File: src/rtl/trig_xbar_pkg.sv
package trig_xbar_pkg;

  typedef enum logic {
    BANK_CONS = 1'b0,
    BANK_PIN  = 1'b1
  } bank_e;

  function automatic int max2(input int a, input int b);
    return (a > b) ? a : b;
  endfunction

endpackage

File: src/rtl/trig_xbar_cfg.sv
module trig_xbar_cfg
  import trig_xbar_pkg::*;
#(
  parameter int NUM_PINS = 10,
  parameter int NUM_CONS = 12,
  parameter int SEL_W    = 4,
  parameter int DRV_W    = 4,
  parameter int DW       = 5,
  parameter int IW       = 4
)(
  input  logic                           clk,
  input  logic                           rst,
  input  logic                           wr_en,
  input  logic [IW:0]                    wr_addr,
  input  logic [DW-1:0]                  wr_data,
  output logic [NUM_CONS-1:0][SEL_W-1:0] cons_sel,
  output logic [NUM_PINS-1:0]            pin_en,
  output logic [NUM_PINS-1:0][DRV_W-1:0] pin_sel
);

  bank_e         bank;
  logic [IW-1:0] idx;

  assign bank = bank_e'(wr_addr[IW]);
  assign idx  = wr_addr[IW-1:0];

  for (genvar c = 0; c < NUM_CONS; c++) begin : g_cons
    always_ff @(posedge clk) begin
      if (rst) begin
        cons_sel[c] <= '1;
      end else if (wr_en && bank == BANK_CONS && idx == IW'(c)) begin
        cons_sel[c] <= wr_data[SEL_W-1:0];
      end
    end
  end

  for (genvar p = 0; p < NUM_PINS; p++) begin : g_pin
    always_ff @(posedge clk) begin
      if (rst) begin
        pin_en[p]  <= 1'b0;
        pin_sel[p] <= '0;
      end else if (wr_en && bank == BANK_PIN && idx == IW'(p)) begin
        pin_en[p]  <= wr_data[DRV_W];
        pin_sel[p] <= wr_data[DRV_W-1:0];
      end
    end
  end

  // a write outside the bank's range leaves every register untouched
  assert_oob_ignored_R9: assert property (@(posedge clk) disable iff (rst)
    (wr_en && ((bank == BANK_CONS && 32'(idx) >= NUM_CONS) ||
               (bank == BANK_PIN  && 32'(idx) >= NUM_PINS)))
    |=> ($stable(cons_sel) && $stable(pin_en) && $stable(pin_sel)));

  // an in-range pin write lands its enable bit in the addressed entry
  assert_pin_write_R2: assert property (@(posedge clk) disable iff (rst)
    (wr_en && bank == BANK_PIN && 32'(idx) < NUM_PINS)
    |=> (pin_en[$past(idx)] == $past(wr_data[DRV_W])));

endmodule

File: src/rtl/trig_xbar_drive.sv
module trig_xbar_drive #(
  parameter int NUM_PINS = 10,
  parameter int NUM_SIGS = 16,
  parameter int DRV_W    = 4
)(
  input  logic                           clk,
  input  logic                           rst,
  input  logic [NUM_SIGS-1:0]            sig_in,
  input  logic [NUM_PINS-1:0]            pin_en,
  input  logic [NUM_PINS-1:0][DRV_W-1:0] pin_sel,
  output logic [NUM_PINS-1:0]            pin_out,
  output logic [NUM_PINS-1:0]            pin_oe
);

  for (genvar p = 0; p < NUM_PINS; p++) begin : g_pin
    logic pick;
    logic out_q;
    logic oe_q;

    always_comb begin
      pick = 1'b0;
      for (int s = 0; s < NUM_SIGS; s++) begin
        if (pin_sel[p] == DRV_W'(s)) pick = sig_in[s];
      end
    end

    always_ff @(posedge clk) begin
      if (rst) begin
        out_q <= 1'b0;
        oe_q  <= 1'b0;
      end else begin
        oe_q  <= pin_en[p];
        out_q <= pin_en[p] & pick;
      end
    end

    assign pin_out[p] = out_q;
    assign pin_oe[p]  = oe_q;

    // an undriven pin never shows a high output value
    assert_quiet_when_off_R7: assert property (@(posedge clk) disable iff (rst)
      !oe_q |-> !out_q);

    // an enabled pin carries the selected signal one clock later
    assert_follow_sig_R6: assert property (@(posedge clk) disable iff (rst)
      pin_en[p] |=> (out_q == $past(sig_in[pin_sel[p]])));
  end

endmodule

File: src/rtl/trig_xbar_route.sv
module trig_xbar_route #(
  parameter int NUM_PINS = 10,
  parameter int NUM_CONS = 12,
  parameter int SEL_W    = 4
)(
  input  logic                           clk,
  input  logic                           rst,
  input  logic [NUM_PINS-1:0]            pin_fb,
  input  logic [NUM_CONS-1:0][SEL_W-1:0] cons_sel,
  output logic [NUM_CONS-1:0]            cons_out
);

  for (genvar c = 0; c < NUM_CONS; c++) begin : g_cons
    logic pick;
    logic s1;
    logic s2;

    always_comb begin
      pick = 1'b0;
      for (int k = 0; k < NUM_PINS; k++) begin
        if (cons_sel[c] == SEL_W'(k)) pick = pin_fb[k];
      end
    end

    always_ff @(posedge clk) begin
      if (rst) begin
        s1 <= 1'b0;
        s2 <= 1'b0;
      end else begin
        s1 <= pick;
        s2 <= s1;
      end
    end

    assign cons_out[c] = s2;

    // codes past the last pin feed a zero into the synchronizer
    assert_none_code_R4: assert property (@(posedge clk) disable iff (rst)
      (cons_sel[c] >= SEL_W'(NUM_PINS)) |=> (s1 == 1'b0));

    // an in-range code samples the chosen pin into the first stage
    assert_pin_sampled_R3: assert property (@(posedge clk) disable iff (rst)
      (cons_sel[c] < SEL_W'(NUM_PINS)) |=> (s1 == $past(pin_fb[cons_sel[c]])));
  end

endmodule

File: src/rtl/trig_xbar.sv
module trig_xbar
  import trig_xbar_pkg::*;
#(
  parameter int NUM_PINS = 10,
  parameter int NUM_SIGS = 16,
  parameter int NUM_CONS = 12,
  localparam int SEL_W = $clog2(NUM_PINS + 1),
  localparam int DRV_W = (NUM_SIGS > 1) ? $clog2(NUM_SIGS) : 1,
  localparam int DW    = max2(SEL_W, DRV_W + 1),
  localparam int NMAX  = max2(NUM_CONS, NUM_PINS),
  localparam int IW    = (NMAX > 1) ? $clog2(NMAX) : 1,
  localparam int AW    = IW + 1
)(
  input  logic                clk,
  input  logic                rst,
  input  logic                wr_en,
  input  logic [AW-1:0]       wr_addr,
  input  logic [DW-1:0]       wr_data,
  input  logic [NUM_SIGS-1:0] sig_in,
  input  logic [NUM_PINS-1:0] pin_in,
  output logic [NUM_PINS-1:0] pin_out,
  output logic [NUM_PINS-1:0] pin_oe,
  output logic [NUM_CONS-1:0] cons_out
);

  logic [NUM_CONS-1:0][SEL_W-1:0] cons_sel;
  logic [NUM_PINS-1:0]            pin_en;
  logic [NUM_PINS-1:0][DRV_W-1:0] pin_sel;
  logic [NUM_PINS-1:0]            pin_fb;

  trig_xbar_cfg #(
    .NUM_PINS(NUM_PINS), .NUM_CONS(NUM_CONS), .SEL_W(SEL_W),
    .DRV_W(DRV_W), .DW(DW), .IW(IW)
  ) u_cfg (
    .clk(clk), .rst(rst), .wr_en(wr_en), .wr_addr(wr_addr), .wr_data(wr_data),
    .cons_sel(cons_sel), .pin_en(pin_en), .pin_sel(pin_sel)
  );

  trig_xbar_drive #(
    .NUM_PINS(NUM_PINS), .NUM_SIGS(NUM_SIGS), .DRV_W(DRV_W)
  ) u_drive (
    .clk(clk), .rst(rst), .sig_in(sig_in), .pin_en(pin_en), .pin_sel(pin_sel),
    .pin_out(pin_out), .pin_oe(pin_oe)
  );

  // a driving pin loops its own output back, otherwise the received level
  assign pin_fb = (pin_oe & pin_out) | (~pin_oe & pin_in);

  trig_xbar_route #(
    .NUM_PINS(NUM_PINS), .NUM_CONS(NUM_CONS), .SEL_W(SEL_W)
  ) u_route (
    .clk(clk), .rst(rst), .pin_fb(pin_fb), .cons_sel(cons_sel), .cons_out(cons_out)
  );

  // outputs are quiet on the first cycle out of reset
  assert_reset_quiet_R1: assert property (@(posedge clk) disable iff (rst)
    $fell(rst) |-> (pin_oe == '0 && pin_out == '0 && cons_out == '0));

endmodule

File: config.mk
export PLATFORM = sky130hd
export DESIGN_NAME = trig_xbar
export DESIGN_NICKNAME = d
export VERILOG_FILES = /design/src/rtl/trig_xbar_pkg.sv /design/src/rtl/trig_xbar_cfg.sv /design/src/rtl/trig_xbar_drive.sv /design/src/rtl/trig_xbar_route.sv /design/src/rtl/trig_xbar.sv
export SDC_FILE = /design/constraint.sdc
export NUM_CORES = 1
export LEC_CHECK = 0
export BUFFER_PORTS_ARGS = -buffer_cell sky130_fd_sc_hd__buf_2
export CAP_MARGIN = 15
export CORE_ASPECT_RATIO = 0.6
export CORE_MARGIN = 1
export CORE_UTILIZATION = 60
export DETAILED_ROUTE_END_ITERATION = 16
export PLACE_DENSITY_LB_ADDON = 0.1
export SLEW_MARGIN = 20
export SYNTH_ARGS = -nofsm -noshare
export SYNTH_HDL_FRONTEND = slang
export SYNTH_SLANG_ARGS = --single-unit
export TNS_END_PERCENT = 1
File: constraint.sdc
create_clock -name clk -period 2 [get_ports clk]
set_clock_uncertainty 0.05 [all_clocks]
set_input_delay 0.1 -clock clk [delete_from_list [all_inputs] [get_ports clk]]
set_output_delay 0.1 -clock clk [all_outputs]
set_load 0.02 [all_outputs]
==> results of run 1 <==
## stage by stage
stage | hold slack (ns) | total power, µW | std cells
after floorplan | 0.168 | 3290 | 836
after global placement | 0.356 | 3480 | 980
after detailed placement | 0.366 | 3500 | 980
after CTS | 0.0530 | 6550 | 1011
after global routing | 0.0624 | 6730 | 1011
final | 0.0702 | 6550 | 1011
## area by class of cell
type / instances / area (µm²) / area share [%]
Clock buffer: 20 / 457 / 5.34
Clock inverter: 10 / 116 / 1.36
Inverter: 6 / 22.5 / 0.263
Multi-Input combinational cell: 576 / 4380 / 51.2
Sequential cell: 142 / 2840 / 33.2
Tap cell: 165 / 206 / 2.41
Timing Repair Buffer: 92 / 533 / 6.23
## timing repair
item | 4_1_cts | 5_1_grt
buffers inserted | 0 | 0
endpoints found under the hold margin | 9 | 0
hold buffers | 1 | 0
## flip-flops by register name (all words and copies together) (netlist names)
| name | flops |
|---|---|
| u_cfg.cons_sel | 48 |
| u_cfg.pin_sel | 40 |
| u_cfg.pin_en | 10 |
| u_drive.g_pin.out_q | 10 |
| u_route.g_cons.s1 | 12 |
| u_route.g_cons.s2 | 12 |
| u_drive.g_pin.oe_q | 10 |
## critical path: stages (launching register included)
cell and delay [ns]:
sky130_fd_sc_hd__dfxtp_1 0.45, sky130_fd_sc_hd__mux4_1 0.61, sky130_fd_sc_hd__mux4_2 0.46, sky130_fd_sc_hd__and2_1 0.16
## routing by layer
layer,track usage [%],wire length [µm],vias to the layer above
met4,12.3,505,0
li1,-,-,2989
met1,47.4,9150,3241
met3,8.74,2600,53
met5,0,0,-
met2,49.1,9470,413
## power groups by stage
stage / sequential (µW) / clock (µW) / combinational [µW]
after floorplan: 2930 / 0 / 358
after global placement: 2940 / 0 / 539
after detailed placement: 2940 / 0 / 554
after CTS: 2880 / 3110 / 560
after global routing: 2880 / 3240 / 605
final: 2880 / 3090 / 577
## layout by cell type (no fill, tap or decap), drive strengths merged, types with 31 or more instances in the layout
cell type,instances
mux2i,46
nor2,45
buf,91
nand3,75
a21oi,31
nand2,100
nor2b,40
dfxtp,142
mux4,50
nand3b,47
## final timing paths
check                                                startpoint                           endpoint  cells past startpoint
worst max-delay path             u_cfg.pin_sel[24]$_SDFFE_PP0P_  u_drive.g_pin[6].out_q$_SDFF_PP0_                      3
worst min-delay path                                 wr_data[4]       u_cfg.pin_en[5]$_SDFFE_PP0P_                      3
worst max register to register   u_cfg.pin_sel[24]$_SDFFE_PP0P_  u_drive.g_pin[6].out_q$_SDFF_PP0_                      3
worst min register to register  u_route.g_cons[0].s1$_SDFF_PP0_    u_route.g_cons[0].s2$_SDFF_PP0_                      1
## cell families (layout without fill, tap and decap cells)
logic type | after synthesis | after routing | share of synthesized area, %
and+or+nand+nor | 367 | 367 | 25.1
muxes | 111 | 111 | 22.7
AOI/OAI and AO/OA | 98 | 98 | 8.19
DFF | 142 | 142 | 36.5
buffers and inverters | 118 | 128 | 7.47
==> key figures, run 1 <==
Status
  – Outcome: finished, final reports clean

STA
  – Setup repair after global routing missed its margin: false
  – PnR worst setup slack: 0.166 ns
  – Crit path time final: 1.83 ns
  – Max Clk Rate: 545 MHz
  – Final worst path period share: 91.7%
  – Finish-stage setup viols: 0
  – Slew Limit Headroom: 54.5%
  – Final-report hold violation count: 0
  – Total count of max-transition violations in the final report: 0
  – Setup total negative slack: 0 ns
  – Worst-Margin Slew: 0.683 ns

Place
  – Pre-CTS setup slack: 0.170 ns
  – Routability congestion estimate from global placement: 0.867
  – Post-DP HPWL: 14.1 mm
  – # port buffers: 70
  – Cell area after placement: 7970 µm²

Synth
  – Sequential-to-total area share from yosys stat: 36.5%
  – Netlist cell types: 47
  – FFs w/ async S/R, synth: 0%
  – Synth top area share: 36.5%
  – Syn Nets: 875
  – Synthesized instance count: 836
  – Flip-flop and latch count after synthesis: 142
  – Netlist area before placement: 7790 µm²
  – Cell with the most instances after synthesis: sky130_fd_sc_hd__dfxtp_1
  – Number of flops mapped to enable cells by yosys: 0
  – Yosys synthesis warning count: 0
  – Largest area contributor in the netlist: sky130_fd_sc_hd__dfxtp_1
  – Top post-synthesis cells by area: sky130_fd_sc_hd__dfxtp_1, sky130_fd_sc_hd__mux4_2, sky130_fd_sc_hd__mux2i_1, sky130_fd_sc_hd__nand2_1, sky130_fd_sc_hd__nand3_1
  – Top cell types by occurrence after synthesis: sky130_fd_sc_hd__dfxtp_1, sky130_fd_sc_hd__nand2_1, sky130_fd_sc_hd__nand3_1
  – Synth Flop Type: sky130_fd_sc_hd__dfxtp_1
  – Synthesized area per cell: 9.32 µm²

Worst setup path
  – WP data arrival: 2.09 ns
  – Setup crit end kind: flop
  – Minimum setup slack among reg-to-reg paths: 0.17 ns
  – Top fanout value on the critical path: 5
  – CP Class: flop to flop
  – Required @ worst endpoint: 2.26 ns
  – Kind of start point of the critical path: flop

Detailed routing
  – Via density per instance: 6.62
  – Detailed Route WL: 21.7 mm
  – Average wire length per cell after detail routing: 21.5 µm
  – Detail Route Antenna Nets: 0
  – Number of search-and-repair iterations in the first detailed-routing pass: 6
  – Number of DRC violations after detailed routing: 0
  – Violation count after the first detailed-route iteration: 593
  – Vias: 6696

Global route
  – Wire length of the first global-routing pass: 34.2 mm
  – Overflow left after global routing: 0
  – Maximum number of pins on one net before global-route repair: 72
  – Initial antenna violation count: 0
  – Via count of the first global-routing pass: 6296
  – Global-route usage over all layers: 33.5%

Layout
  – Layout cells sized above 1: 22.1%
  – Ant. Diodes: 0
  – Area of all placed cells without fillers: 8550 µm²
  – Total number of nets in the final design: 874
  – Final core area utilization: 69.4%
  – Filler cell count: 924
  – P&R area growth vs syn: 9.83%

Floorplanning
  – Die footprint: 13500 µm²
  – Initial Utilization: 63.1%
  – Vertical die dimension: 90.3 µm
  – Core area: 12300 µm²
  – IO Count: 71
  – Die span in x: 149 µm
  – Core Rows: 31

Clock tree
  – Post-CTS clock slew at the launch and capture registers of the worst setup and hold paths: 0.06 ns
  – Clock buffers created by TritonCTS: 17
  – CTS tree: built
  – Clock Tree Buf Depth: 2
  – Max H-tree Level: 4
  – Sinks on Clock Net: 142
  – Quantity of gates resized following cts: 0
  – Cell at the root of the clock tree: sky130_fd_sc_hd__clkbuf_16
  – Clk Latency, worst-skew pair: 0.41 ns

Worst hold path
  – Tightest Hold Check Type: input pin to flop

Power
  – Part of the total power dissipated in combinational logic: 8.8%
  – Static leakage power: 0.00324 µW
  – Power per unit of standard cell area: 765 nW/µm²
  – Portion of total power attributed to the clock network: 47.2%
  – Share of total power in sequential cells: 44.0%
  – Internal Dissipation: 4970 µW
  – Peak supply drop: 630 µV
  – Switching power share of the total: 24.2%
  – Total net switching power: 1580 µW

Run
  – Maximum capacitance violations: 0
No activity file was read; power rests on OpenSTA's default activity.
==> run 2: changes to the inputs <==
- ABC_AREA: unset -> 1
- CAP_MARGIN: 15 -> 20
- MAX_ROUTING_LAYER: unset -> met4
==> key figures, run 2 <==
Status
  – Outcome: finished, final reports clean

Power
  – Total net switching power: 1810 µW (+14%)
  – Share of total power in sequential cells: 42.6% (-1.4 points)
  – Portion of total power attributed to the clock network: 48.0% (+0.8 points)
  – Part of the total power dissipated in combinational logic: 9.3% (+0.5 points)
  – Power per unit of standard cell area: 767 nW/µm² (+0.21%)
  – Static leakage power: 0.00411 µW (+27%)
  – Internal Dissipation: 4970 µW (+0.11%)
  – Switching power share of the total: 26.7% (+2.5 points)
  – Peak supply drop: 785 µV (+24%)

Worst setup path
  – Sum of buffers and inverters on the critical path: 1 (+1)
  – Required @ worst endpoint: 2.29 ns (+0.03 ns)
  – Series of cell instances along the critical path: inv_1, nand2_1, nand3_1, nand2_1, nand2_1, nand2_1, nand2_1, nand2_1, nand2_1, nand2_1, nand2_1, nor2_1
  – Kind of start point of the critical path: flop
  – CP top delay family: simple AND/OR/NAND/NOR gates
  – Count of cells along the worst register-to-register path: 12 (+9)
  – End of the worst register-to-register path: u_drive.g_pin[0].out_q$_SDFF_PP0_
  – Largest stage delay, worst path: 0.55 ns (-0.06 ns)
  – CP Class: flop to flop
  – WP data arrival: 1.92 ns (-0.17 ns)
  – Library cell appearing most often on the critical path: sky130_fd_sc_hd__nand2_1
  – R2R Path Start: u_cfg.pin_sel[0]$_SDFFE_PP0P_
  – Top fanout value on the critical path: 13 (+8)
  – Setup crit end kind: flop
  – Master of the slowest instance on the critical path: sky130_fd_sc_hd__dfxtp_1
  – Minimum setup slack among reg-to-reg paths: 0.37 ns (+0.20 ns)

Floorplanning
  – Core area: 12900 µm² (+4.5%)
  – IO Count: 71 (unchanged)
  – Die footprint: 13800 µm² (+2.4%)
  – Initial Utilization: 61.9% (-1.3 points)
  – Vertical die dimension: 91.3 µm (+1.2%)
  – Die span in x: 151 µm (+1.2%)
  – Core Rows: 32 (+3.2%)

Clock tree
  – Clk Latency, worst-skew pair: 0.42 ns (about the same)
  – Clock buffers created by TritonCTS: 17 (unchanged)
  – Cell at the root of the clock tree: sky130_fd_sc_hd__clkbuf_16
  – Max H-tree Level: 4 (unchanged)
  – CTS tree: built
  – Post-CTS clock slew at the launch and capture registers of the worst setup and hold paths: 0.06 ns (about the same)
  – Sinks on Clock Net: 142 (unchanged)
  – Clock Tree Buf Depth: 2 (unchanged)
  – Setup repair bufs after CTS: 0 (unchanged)
  – Cts-stage hold buffer count: 0 (-1)
  – Quantity of gates resized following cts: 0 (unchanged)

Layout
  – Most frequent cells in the layout: sky130_fd_sc_hd__nand2_1, sky130_fd_sc_hd__inv_1, sky130_fd_sc_hd__dfxtp_1
  – Registers with the highest flip-flop counts: u_cfg.cons_sel: 48 flops, u_cfg.pin_sel: 40 flops
  – P&R area growth vs syn: 10.8%
  – Final core area utilization: 68.6% (-0.79 points)
  – Ant. Diodes: 0 (unchanged)
  – Most common cell after layout, fill and taps aside: sky130_fd_sc_hd__nand2_1
  – Number of flip-flops in the largest register: 48 (unchanged)
  – Total number of nets in the final design: 1292 (+48%)
  – Area taken by multi-input logic gates: 4080 µm² (-6.7%)
  – Largest Register: u_cfg.cons_sel
  – Post-route insts no fill: 1436 (+42%)
  – Layout cells sized above 1: 11.7% (-10 points)
  – Flip-flop and latch area: 2840 µm² (unchanged)
  – Filler cell count: 1155 (+25%)

Global route
  – Initial antenna violation count: 1 (+1)
  – Maximum number of pins on one net before global-route repair: 50 (-31%)
  – Wire length of the first global-routing pass: 38.5 mm (+13%)
  – Overflow left after global routing: 0 (unchanged)
  – Via count of the first global-routing pass: 7256 (+15%)
  – Global-route usage over all layers: 37.6% (+4.2 points)

Synth
  – Sequential-to-total area share from yosys stat: 35.6% (-0.86 points)
  – FFs w/ async S/R, synth: 0% (unchanged)
  – Yosys synthesis warning count: 0 (unchanged)
  – Netlist area before placement: 7980 µm² (+2.4%)
  – Synth top area share: 35.6% (-0.86 points)
  – Largest area contributor in the netlist: sky130_fd_sc_hd__dfxtp_1
  – Netlist cell types: 33 (-30%)
  – Synthesized instance count: 1226 (+47%)
  – Syn Nets: 1265 (+45%)
  – Synthesized area per cell: 6.51 µm² (-30%)
  – Synth Flop Type: sky130_fd_sc_hd__dfxtp_1
  – Top post-synthesis cells by area: sky130_fd_sc_hd__dfxtp_1, sky130_fd_sc_hd__nand2_1, sky130_fd_sc_hd__a21oi_1, sky130_fd_sc_hd__nand3_1, sky130_fd_sc_hd__inv_1
  – Number of flops mapped to enable cells by yosys: 0 (unchanged)
  – Top cell types by occurrence after synthesis: sky130_fd_sc_hd__nand2_1, sky130_fd_sc_hd__inv_1, sky130_fd_sc_hd__dfxtp_1
  – Cell with the most instances after synthesis: sky130_fd_sc_hd__nand2_1
  – Flip-flop and latch count after synthesis: 142 (unchanged)

Detailed routing
  – Number of DRC violations after detailed routing: 0 (unchanged)
  – Via density per instance: 5.83 (-12%)
  – Violation count after the first detailed-route iteration: 836 (+41%)
  – Vias: 8379 (+25%)
  – Detailed Route WL: 24.4 mm (+12%)
  – Detail Route Antenna Nets: 0 (unchanged)
  – Number of search-and-repair iterations in the first detailed-routing pass: 5 (-1)
  – Average wire length per cell after detail routing: 17.0 µm (-21%)

Run
  – Maximum capacitance violations: 0 (unchanged)

STA
  – PnR worst setup slack: 0.369 ns (+0.203 ns)
  – Setup repair after global routing missed its margin: false
  – Finish-stage setup viols: 0 (unchanged)
  – Slew Limit Headroom: 64.1% (+9.6 points)
  – Setup total negative slack: 0 ns (unchanged)
  – Max Clk Rate: 613 MHz (+12%)
  – Fin Hold WS: 0.00927 ns (-0.0609 ns)
  – Worst-Margin Slew: 0.539 ns (-0.144 ns)
  – Final worst path period share: 81.6% (-10 points)
  – Final-report hold violation count: 0 (unchanged)
  – Total count of max-transition violations in the final report: 0 (unchanged)
  – Crit path time final: 1.63 ns (-0.203 ns)

Place
  – Routability congestion estimate from global placement: 0.966 (+11%)
  – # port buffers: 70 (unchanged)
  – Post-DP HPWL: 16.9 mm (+19%)
  – Cell total after placement: 1404 (+43%)
  – Pre-CTS setup slack: 0.452 ns (+0.283 ns)

Worst hold path
  – Destination of the worst hold path: u_cfg.pin_en[9]$_SDFFE_PP0P_
  – Number of instances on the worst hold path: 3 (unchanged)
  – Launch point of the worst hold path: wr_data[4]
  – Tightest Hold Check Type: input pin to flop
[run 2: cell types whose count changed after synthesis, sizes merged, moves of 42 or more]
cell    previous run  this run
o21ai             22       128
inv                6       163
nand3             75       119
mux4              50         0
nand2            100       300
clkbuf            64        22
a21oi             31       127
mux2i             46         1
nand3b            47         0
[run 2: power by group through the flow]
stage	clock network, µW	registers (µW)	logic (µW)
2_1_floorplan	0	2940	384
3_3_place_gp	0	2950	606
3_5_place_dp	0	2950	606
4_1_cts	3280	2890	611
5_1_grt	3400	2890	687
6_report	3260	2890	634
[run 2: worst register-to-register path, stage by stage (launching register included)]
cell                      delay, ns
sky130_fd_sc_hd__dfxtp_1       0.55
sky130_fd_sc_hd__inv_1         0.20
sky130_fd_sc_hd__nand2_1       0.10
sky130_fd_sc_hd__nand3_1       0.06
sky130_fd_sc_hd__nand2_1       0.11
sky130_fd_sc_hd__nand2_1       0.06
sky130_fd_sc_hd__nand2_1       0.05
sky130_fd_sc_hd__nand2_1       0.05
sky130_fd_sc_hd__nand2_1       0.06
sky130_fd_sc_hd__nand2_1       0.04
sky130_fd_sc_hd__nand2_1       0.05
sky130_fd_sc_hd__nand2_1       0.05
sky130_fd_sc_hd__nor2_1        0.12
[run 2: kinds of logic (layout without fill, tap and decap cells)]
group | after synthesis | in the layout | synth area share [%]
AND/OR/NAND/NOR | 505 | 505 | 27.2
flip-flops | 142 | 142 | 35.6
buffers and inverters | 242 | 282 | 13.2
multiplexers | 2 | 2 | 0.267
AO/OA/AOI/OAI | 335 | 335 | 23.7
[run 2: per-stage QoR]
stage / instance area (µm²) / power (µW)
2_1_floorplan: 7980 / 3320
3_3_place_gp: 8230 / 3560
3_5_place_dp: 8230 / 3560
4_1_cts: 8840 / 6780
5_1_grt: 8840 / 6980
6_report: 8840 / 6780
[run 2: layout make-up]
type | instances | area share, %
Clock buffer | 19 | 5.12
Clock inverter | 13 | 1.74
Inverter | 165 | 7.01
Multi-Input combinational cell | 842 | 46.2
Sequential cell | 142 | 32.2
Tap cell | 170 | 2.41
Timing Repair Buffer | 85 | 5.38
[run 2: worst max path at each step]
stage | from | endpoint | slack, ns | cells after the start
3_3_place_gp | u_cfg.pin_sel[0]$_SDFFE_PP0P_ | u_drive.g_pin[0].out_q$_SDFF_PP0_ | 0.46 | 12
2_1_floorplan | u_cfg.pin_sel[28]$_SDFFE_PP0P_ | u_drive.g_pin[7].out_q$_SDFF_PP0_ | 0.75 | 9
5_1_grt | u_cfg.pin_sel[0]$_SDFFE_PP0P_ | u_drive.g_pin[0].out_q$_SDFF_PP0_ | 0.20 | 12
6_report | u_cfg.pin_sel[0]$_SDFFE_PP0P_ | u_drive.g_pin[0].out_q$_SDFF_PP0_ | 0.37 | 12
3_5_place_dp | u_cfg.pin_sel[0]$_SDFFE_PP0P_ | u_drive.g_pin[0].out_q$_SDFF_PP0_ | 0.45 | 12
4_1_cts | u_cfg.pin_sel[0]$_SDFFE_PP0P_ | u_drive.g_pin[0].out_q$_SDFF_PP0_ | 0.44 | 12
[run 2: per-layer routing]
layer | wire length, µm | vias to the layer above | global-route usage, %
met4 | 350 | 0 | 10.6
met5 | 0 | - | -
met3 | 3480 | 36 | 8.49
met2 | 9410 | 519 | 48.5
li1 | - | 4124 | -
met1 | 11200 | 3700 | 57.0
